## config.mk

```make
export PLATFORM = sky130hd
export DESIGN_NAME = por_sequencer
export DESIGN_NICKNAME = d
export VERILOG_FILES = /design/src/rtl/por_seq_pkg.sv /design/src/rtl/por_cfg_capture.sv /design/src/rtl/por_lock_timer.sv /design/src/rtl/por_reset_request.sv /design/src/rtl/por_sequencer.sv
export SDC_FILE = /design/constraint.sdc
export NUM_CORES = 1
export LEC_CHECK = 0
export ABC_AREA = 1
export CELL_PAD_IN_SITES_DETAIL_PLACEMENT = 1
export CELL_PAD_IN_SITES_GLOBAL_PLACEMENT = 1
export CORE_UTILIZATION = 49
export CTS_CLUSTER_SIZE = 10
export DETAILED_ROUTE_END_ITERATION = 8
export DONT_BUFFER_PORTS = 1
export PLACE_DENSITY_LB_ADDON = 0.05
export SLEW_MARGIN = 20
export SYNTH_ARGS = -nofsm -noshare
export SYNTH_HDL_FRONTEND = slang
export SYNTH_SLANG_ARGS = --single-unit
```

## constraint.sdc

```tcl
create_clock -name clk -period 2.6 [get_ports clk]
set_input_delay 0.52 -clock clk [delete_from_list [all_inputs] [get_ports clk]]
set_output_delay 0.52 -clock clk [all_outputs]
set_load 0.02 [all_outputs]
```

## src/rtl/por_seq_pkg.sv

```systemverilog
`timescale 1ns/100ps
package por_seq_pkg;

    typedef enum logic [2:0] {
        ST_RESET_HOLD    = 3'd0,
        ST_IO_ENABLE     = 3'd1,
        ST_PLL_LOCK_WAIT = 3'd2,
        ST_SRESET_PAUSE  = 3'd3,
        ST_CORE_RELEASE  = 3'd4,
        ST_FCM_LOAD      = 3'd5,
        ST_BOOTSEQ_RUN   = 3'd6,
        ST_DONE          = 3'd7
    } por_state_e;

    localparam int NUM_STATES = 8;

    typedef struct packed {
        por_state_e state;
    } por_fsm_t;

endpackage

```

## src/rtl/por_cfg_capture.sv

```systemverilog
`timescale 1ns/100ps
module por_cfg_capture #(
    parameter int CFG_W      = 8,
    parameter int STABLE_MIN = 4
) (
    input  logic             clk,
    input  logic             rst_n,
    input  logic [CFG_W-1:0] cfg_in,
    output logic [CFG_W-1:0] cfg_q,
    output logic             cfg_ok
);
    localparam int RUN_W = $clog2(STABLE_MIN + 1);

    typedef struct packed {
        logic [CFG_W-1:0] samp;
        logic [RUN_W-1:0] run;
    } cap_t;

    cap_t cap_d, cap_q;

    // Sampling continues while the block is held; the flops carry no reset
    // so they can watch the straps during the hard reset itself.
    always_comb begin
        cap_d = cap_q;
        if (!rst_n) begin
            cap_d.samp = cfg_in;
            if (cfg_in == cap_q.samp) begin
                if (cap_q.run < RUN_W'(STABLE_MIN))
                    cap_d.run = cap_q.run + RUN_W'(1);
            end else begin
                cap_d.run = RUN_W'(1);
            end
        end
    end

    always_ff @(posedge clk) begin
        cap_q <= cap_d;
    end

    assign cfg_q  = cap_q.samp;
    assign cfg_ok = (cap_q.run >= RUN_W'(STABLE_MIN));

    assert_cfg_frozen_R2: assert property (@(posedge clk) disable iff (!rst_n)
        $past(rst_n) |-> ($stable(cfg_q) && $stable(cfg_ok)));

endmodule

```

## src/rtl/por_lock_timer.sv

```systemverilog
`timescale 1ns/100ps
module por_lock_timer #(
    parameter int CNT_W = 16
) (
    input  logic             clk,
    input  logic             rst_n,
    input  logic             load,
    input  logic [CNT_W-1:0] load_val,
    input  logic             run,
    output logic             expired
);
    typedef struct packed {
        logic [CNT_W-1:0] cnt;
    } tmr_t;

    tmr_t tmr_d, tmr_q;

    always_comb begin
        tmr_d = tmr_q;
        if (load)
            tmr_d.cnt = load_val;
        else if (run && !expired)
            tmr_d.cnt = tmr_q.cnt - CNT_W'(1);
    end

    always_ff @(posedge clk or negedge rst_n) begin
        if (!rst_n) tmr_q <= '0;
        else        tmr_q <= tmr_d;
    end

    // A count of 0 or 1 both mean a single lock cycle.
    assign expired = (tmr_q.cnt <= CNT_W'(1));

    assert_timer_step_R4: assert property (@(posedge clk) disable iff (!rst_n)
        (run && !load && !expired) |=> (tmr_q.cnt == $past(tmr_q.cnt) - CNT_W'(1)));

endmodule

```

## src/rtl/por_reset_request.sv

```systemverilog
`timescale 1ns/100ps
module por_reset_request (
    input  logic clk,
    input  logic rst_n,
    input  logic bseq_fail_vld,
    input  logic wdt_expire,
    input  logic wdt_rst_en,
    input  logic sw_req_set,
    output logic req
);
    typedef struct packed {
        logic req;
    } rq_t;

    rq_t rq_d, rq_q;

    always_comb begin
        rq_d = rq_q;
        if (bseq_fail_vld || (wdt_expire && wdt_rst_en) || sw_req_set)
            rq_d.req = 1'b1;
    end

    always_ff @(posedge clk or negedge rst_n) begin
        if (!rst_n) rq_q <= '0;
        else        rq_q <= rq_d;
    end

    assign req = rq_q.req;

    assert_req_sticky_R10: assert property (@(posedge clk) disable iff (!rst_n)
        req |=> req);

    assert_wdt_masked_R10: assert property (@(posedge clk) disable iff (!rst_n)
        (!req && !bseq_fail_vld && !sw_req_set && !(wdt_expire && wdt_rst_en)) |=> !req);

endmodule

```

## src/rtl/por_sequencer.sv

```systemverilog
`timescale 1ns/100ps
module por_sequencer
    import por_seq_pkg::*;
#(
    parameter int CFG_W      = 8,
    parameter int CNT_W      = 16,
    parameter int STABLE_MIN = 4,
    parameter int NAND_BIT   = 0,
    parameter int BSEQ_BIT   = 1
) (
    input  logic             clk,
    input  logic             hreset_n,
    input  logic             sreset_n,
    input  logic [CFG_W-1:0] cfg_in,
    input  logic [CNT_W-1:0] lock_cycles,
    input  logic             fcm_done,
    input  logic             bootseq_done,
    input  logic             bootseq_fail,
    input  logic             wdt_expire,
    input  logic             wdt_rst_en,
    input  logic             sw_req_set,
    output logic [CFG_W-1:0] cfg_latched,
    output logic             cfg_ok,
    output logic             io_drive_en,
    output logic             pll_cfg_apply,
    output logic             core_rst_n,
    output logic             periph_rst_n,
    output logic             fcm_rst_n,
    output logic             bootseq_go,
    output logic             hreset_req,
    output logic [7:0]       state_onehot
);
    localparam int SYNC_STAGES = 2;

    // Reset synchronizer: asynchronous assertion, synchronous release.
    logic [SYNC_STAGES-1:0] sync_q;
    logic                   rst_n;

    always_ff @(posedge clk or negedge hreset_n) begin
        if (!hreset_n) sync_q <= '0;
        else           sync_q <= {sync_q[SYNC_STAGES-2:0], 1'b1};
    end
    assign rst_n = sync_q[SYNC_STAGES-1];

    por_cfg_capture #(.CFG_W(CFG_W), .STABLE_MIN(STABLE_MIN)) u_cap (
        .clk    (clk),
        .rst_n  (rst_n),
        .cfg_in (cfg_in),
        .cfg_q  (cfg_latched),
        .cfg_ok (cfg_ok)
    );

    por_fsm_t fsm_d, fsm_q;
    logic     lock_expired;
    logic     nand_boot, bseq_en;

    assign nand_boot = cfg_latched[NAND_BIT];
    assign bseq_en   = cfg_latched[BSEQ_BIT];

    por_lock_timer #(.CNT_W(CNT_W)) u_tmr (
        .clk      (clk),
        .rst_n    (rst_n),
        .load     (fsm_q.state == ST_IO_ENABLE),
        .load_val (lock_cycles),
        .run      (fsm_q.state == ST_PLL_LOCK_WAIT),
        .expired  (lock_expired)
    );

    por_reset_request u_req (
        .clk           (clk),
        .rst_n         (rst_n),
        .bseq_fail_vld ((fsm_q.state == ST_BOOTSEQ_RUN) && bootseq_fail),
        .wdt_expire    (wdt_expire),
        .wdt_rst_en    (wdt_rst_en),
        .sw_req_set    (sw_req_set),
        .req           (hreset_req)
    );

    always_comb begin
        fsm_d = fsm_q;
        unique case (fsm_q.state)
            ST_RESET_HOLD:    fsm_d.state = ST_IO_ENABLE;
            ST_IO_ENABLE:     fsm_d.state = ST_PLL_LOCK_WAIT;
            ST_PLL_LOCK_WAIT:
                if (lock_expired)
                    fsm_d.state = sreset_n ? ST_CORE_RELEASE : ST_SRESET_PAUSE;
            ST_SRESET_PAUSE:
                if (sreset_n) fsm_d.state = ST_CORE_RELEASE;
            ST_CORE_RELEASE:
                if (nand_boot)    fsm_d.state = ST_FCM_LOAD;
                else if (bseq_en) fsm_d.state = ST_BOOTSEQ_RUN;
                else              fsm_d.state = ST_DONE;
            ST_FCM_LOAD:
                if (fcm_done) fsm_d.state = bseq_en ? ST_BOOTSEQ_RUN : ST_DONE;
            ST_BOOTSEQ_RUN:
                if (bootseq_done || bootseq_fail) fsm_d.state = ST_DONE;
            ST_DONE:          fsm_d.state = ST_DONE;
            default:          fsm_d.state = ST_RESET_HOLD;
        endcase
    end

    always_ff @(posedge clk or negedge rst_n) begin
        if (!rst_n) fsm_q.state <= ST_RESET_HOLD;
        else        fsm_q       <= fsm_d;
    end

    // Output decode from the registered state.
    logic released;
    assign released      = (fsm_q.state >= ST_CORE_RELEASE);
    assign io_drive_en   = (fsm_q.state != ST_RESET_HOLD);
    assign pll_cfg_apply = (fsm_q.state >= ST_PLL_LOCK_WAIT);
    assign core_rst_n    = released;
    assign periph_rst_n  = released;
    assign fcm_rst_n     = nand_boot && (fsm_q.state >= ST_FCM_LOAD);
    assign bootseq_go    = (fsm_q.state == ST_BOOTSEQ_RUN);

    genvar gi;
    generate
        for (gi = 0; gi < NUM_STATES; gi++) begin : g_onehot
            assign state_onehot[gi] = (fsm_q.state == por_state_e'(gi));
        end
    endgenerate

    assert_onehot_R12: assert property (@(posedge clk)
        $countones(state_onehot) == 1);

    assert_hold_in_reset_R1: assert property (@(posedge clk)
        !rst_n |-> (state_onehot == 8'h01 && !io_drive_en && !hreset_req));

    assert_io_first_R3: assert property (@(posedge clk) disable iff (!rst_n)
        $rose(pll_cfg_apply) |-> $past(io_drive_en));

    assert_pause_holds_R5: assert property (@(posedge clk) disable iff (!rst_n)
        (fsm_q.state == ST_SRESET_PAUSE && !sreset_n) |=> (fsm_q.state == ST_SRESET_PAUSE));

    assert_release_order_R6: assert property (@(posedge clk) disable iff (!rst_n)
        $rose(core_rst_n) |-> ($past(fsm_q.state) == ST_PLL_LOCK_WAIT ||
                               $past(fsm_q.state) == ST_SRESET_PAUSE));

    assert_fcm_gate_R7: assert property (@(posedge clk) disable iff (!rst_n)
        (fsm_q.state == ST_FCM_LOAD && !fcm_done) |=> !bootseq_go);

    assert_fcm_after_core_R7: assert property (@(posedge clk) disable iff (!rst_n)
        $rose(fcm_rst_n) |-> $past(core_rst_n));

endmodule

```

==> flow_metrics.tcl <==
set metrics [dict create \
    outcome "complete, no violations" \
    syn_area_mm2 0.00227 \
    cp-startpoint "fsm_q[0]$_DFFE_PN0P_" \
    slew_viol_final 0 \
    vdd_drop_max_uv 208 \
    syn-mean-instance-area_um2 7.72 \
    die_h_um 70.1 \
    hold_violations 0 \
    crit_type "register to output pin" \
    firstDrtPassIters 4 \
    cts_buffer_depth 2 \
    cp.required_ns 2.08 \
    layout_commonest_cell "nand2_1" \
    clk_pin_slew_ns 0.07 \
    grt_overflow 0 \
    cap_violations 0 \
    io_buffers 0 \
    power.total_uw 977 \
    drt_iter0_drc 108 \
    cts_tree "yes" \
    cts-root-buf "clkbuf_8" \
    synth_cells 294 \
    htreeDepth 2 \
    setup_tns_ns 0 \
    start_kind "register" \
    syn_nets 331 \
    r2r_start "u_tmr.tmr_q[0]$_DFFE_PN0P_" \
    dieWidth_um 70.1 \
    place_congestion 0.758 \
    cts_buffers 5 \
    layout_common_cells "nand2_1, nor2_1, inv_1, dfrtp_1" \
    cp-end-kind "output pin" \
    routedWlPerCell_um 15.0 \
    swShare 0.236 \
    multiInputGateArea_mm2 0.00110 \
    cts_resized 0 \
    drive_gt1_frac 0.142 \
    nets 324 \
    core_area_mm2 0.00441 \
    grt_antenna_before_repair 0 \
    p_switching_uw 230 \
    cts_hold_buf 1 \
    post-route-min-period_ns 2.13 \
    internal-power_uw 746 \
    grtUsageTotal 0.235 \
    setup_viol 0 \
    final_core_util 0.518 \
    clk_latency_ns 0.28 \
    grt_pass1_wl_um 9070 \
    power_density_mw_per_mm2 427 \
    r2r_end "u_tmr.tmr_q[14]$_DFFE_PN0P_" \
    cts_setup_buffers 0 \
    antenna_left 0 \
    period_share 0.819 \
    rsz0062_at_grt "false" \
    die_area_mm2 0.00491 \
    ys_async_sr_fraction 0.667 \
    ys_seq_elements 33 \
    path_max_fanout 14 \
    yosys_warnings 0 \
    synth_top_area_frac 0.242 \
    start_util 0.514 \
    n_fill_cell 568 \
    wl_um 5100 \
    fin_cells 340 \
    worst_hold_path_type "register to async pin" \
    rrSetupSlack_ns 0.61 \
    power_frac_seq 0.581 \
    slew_headroom 0.589 \
    diodes 0 \
    rows 24 \
    synth-edff-count 11 \
    grt_pass1_vias 1951 \
    seq_area_frac_synth 0.388 \
    grt_max_degree 21 \
    endpoint "state_onehot[1]" \
    placedCellCount 331 \
    syn_to_final_growth_pct 0.606 \
    num_vias 1814 \
    worst_pin_slew_ns 0.616 \
    holdWs_ns 0.147 \
    pin_count 57 \
    combPwrFrac 0.033 \
    drc 0 \
    cts_sinks 33 \
    max_freq_mhz 470 \
    synthTopCellsByArea "dfrtp_1, edfxtp_1, nand2_1" \
    worstRegToRegCells 10 \
    place_hpwl_um 3860 \
    yosysTopAreaCell "dfrtp_1" \
    synth-main-ff-cell "dfrtp_1" \
    ys_types 37 \
    skew_ns 0.00455 \
    seqCellArea_um2 881 \
    via_per_inst 5.34 \
    pwr-share-clk 0.386 \
    cellLeakagePower_uw 0.000987 \
    worstPathArrival_ns 1.61 \
]
[power by group through the flow]
| stage | clock [uW] | sequential [uW] | combinational, uW |
|---|---|---|---|
| floorplan | 0 | 568 | 40.9 |
| global placement | 0 | 578 | 29.9 |
| detailed placement | 0 | 579 | 30.9 |
| CTS | 390 | 568 | 33.0 |
| global route | 417 | 569 | 36.4 |
| finish | 377 | 568 | 31.8 |
[state kept, by name, summed over array words and instances, names as in the netlist]
| signal | count |
|---|---|
| u_cap.cap_q | 3 |
| sync_q | 2 |
| u_req.req | 1 |
| fsm_q | 3 |
| u_cap.cfg_q | 8 |
| u_tmr.tmr_q | 16 |
[critical path, stage by stage (launching register included)]
cell	delay [ns]
dfrtp_1	0.58
nand2_2	0.22
inv_1	0.51
[worst min-delay path by stage]
stage | start | endpoint | slack [ns] | cells after the start
global route | sync_q[1]$_DFF_PN0_ | u_tmr.tmr_q[8]$_DFFE_PN0P_ | 0.18 | 0
detailed placement | sync_q[1]$_DFF_PN0_ | fsm_q[1]$_DFFE_PN0P_ | 0.15 | 0
finish | sync_q[1]$_DFF_PN0_ | u_tmr.tmr_q[9]$_DFFE_PN0P_ | 0.15 | 0
CTS | sync_q[1]$_DFF_PN0_ | u_tmr.tmr_q[9]$_DFFE_PN0P_ | 0.16 | 0
floorplan | hreset_n | sync_q[0]$_DFF_PN0_ | 0.22 | 0
global placement | sync_q[1]$_DFF_PN0_ | fsm_q[1]$_DFFE_PN0P_ | 0.16 | 0
[cell families (layout without fill, tap and decap cells)]
| logic type | count (synthesis) | after routing | share of synthesized area |
|---|---|---|---|
| AO/OA/AOI/OAI | 30 | 30 | 0.0744 |
| XOR/XNOR | 9 | 9 | 0.0347 |
| adder cells (fa/ha/maj) | 4 | 4 | 0.0220 |
| buffers and inverters | 49 | 43 | 0.129 |
| flip-flops | 33 | 33 | 0.388 |
| multiplexers | 1 | 1 | 0.00441 |
| other | 1 | 1 | 0.00165 |
| AND/OR/NAND/NOR | 167 | 167 | 0.345 |
[final cells by class]
| type | instances | share of cell area |
|---|---|---|
| Clock buffer | 6 | 0.0318 |
| Clock inverter | 2 | 0.00438 |
| Inverter | 28 | 0.0460 |
| Multi-Input combinational cell | 212 | 0.480 |
| Sequential cell | 33 | 0.386 |
| Tap cell | 52 | 0.0285 |
| Timing Repair Buffer | 7 | 0.0241 |
[metrics by stage]
stage | setup slack, ns | area [um^2]
after floorplan | 0.857 | 2270
after global placement | 0.683 | 2190
after global routing | 0.322 | 2280
after CTS | 0.424 | 2280
final | 0.471 | 2280
after detailed placement | 0.604 | 2190
[metal layers]
layer / GRT usage / wire length, um / vias to the layer above
met2: 0.390 / 2460 / 43
met1: 0.310 / 2360 / 866
met3: 0.0519 / 209 / 6
met5: 0 / 0 / -
li1: - / - / 899
met4: 0.0644 / 70 / 0
[cell usage after synthesis, types with 2 or more instances]
master / instances
a21oi_1: 6
buf_4: 12
buf_6: 5
dfrtp_1: 22
edfxtp_1: 11
ha_1: 4
inv_1: 27
nand2_1: 79
nand2_2: 8
nand2_4: 2
nand3_1: 16
nand3_2: 4
nand3b_1: 3
nand4_1: 2
nor2_1: 38
nor2_2: 3
nor2_4: 3
o21ai_0: 16
o21ai_2: 2
o21bai_1: 3
or2_2: 5
xor2_1: 8
Note: power is estimated with default switching activity, not from simulation.
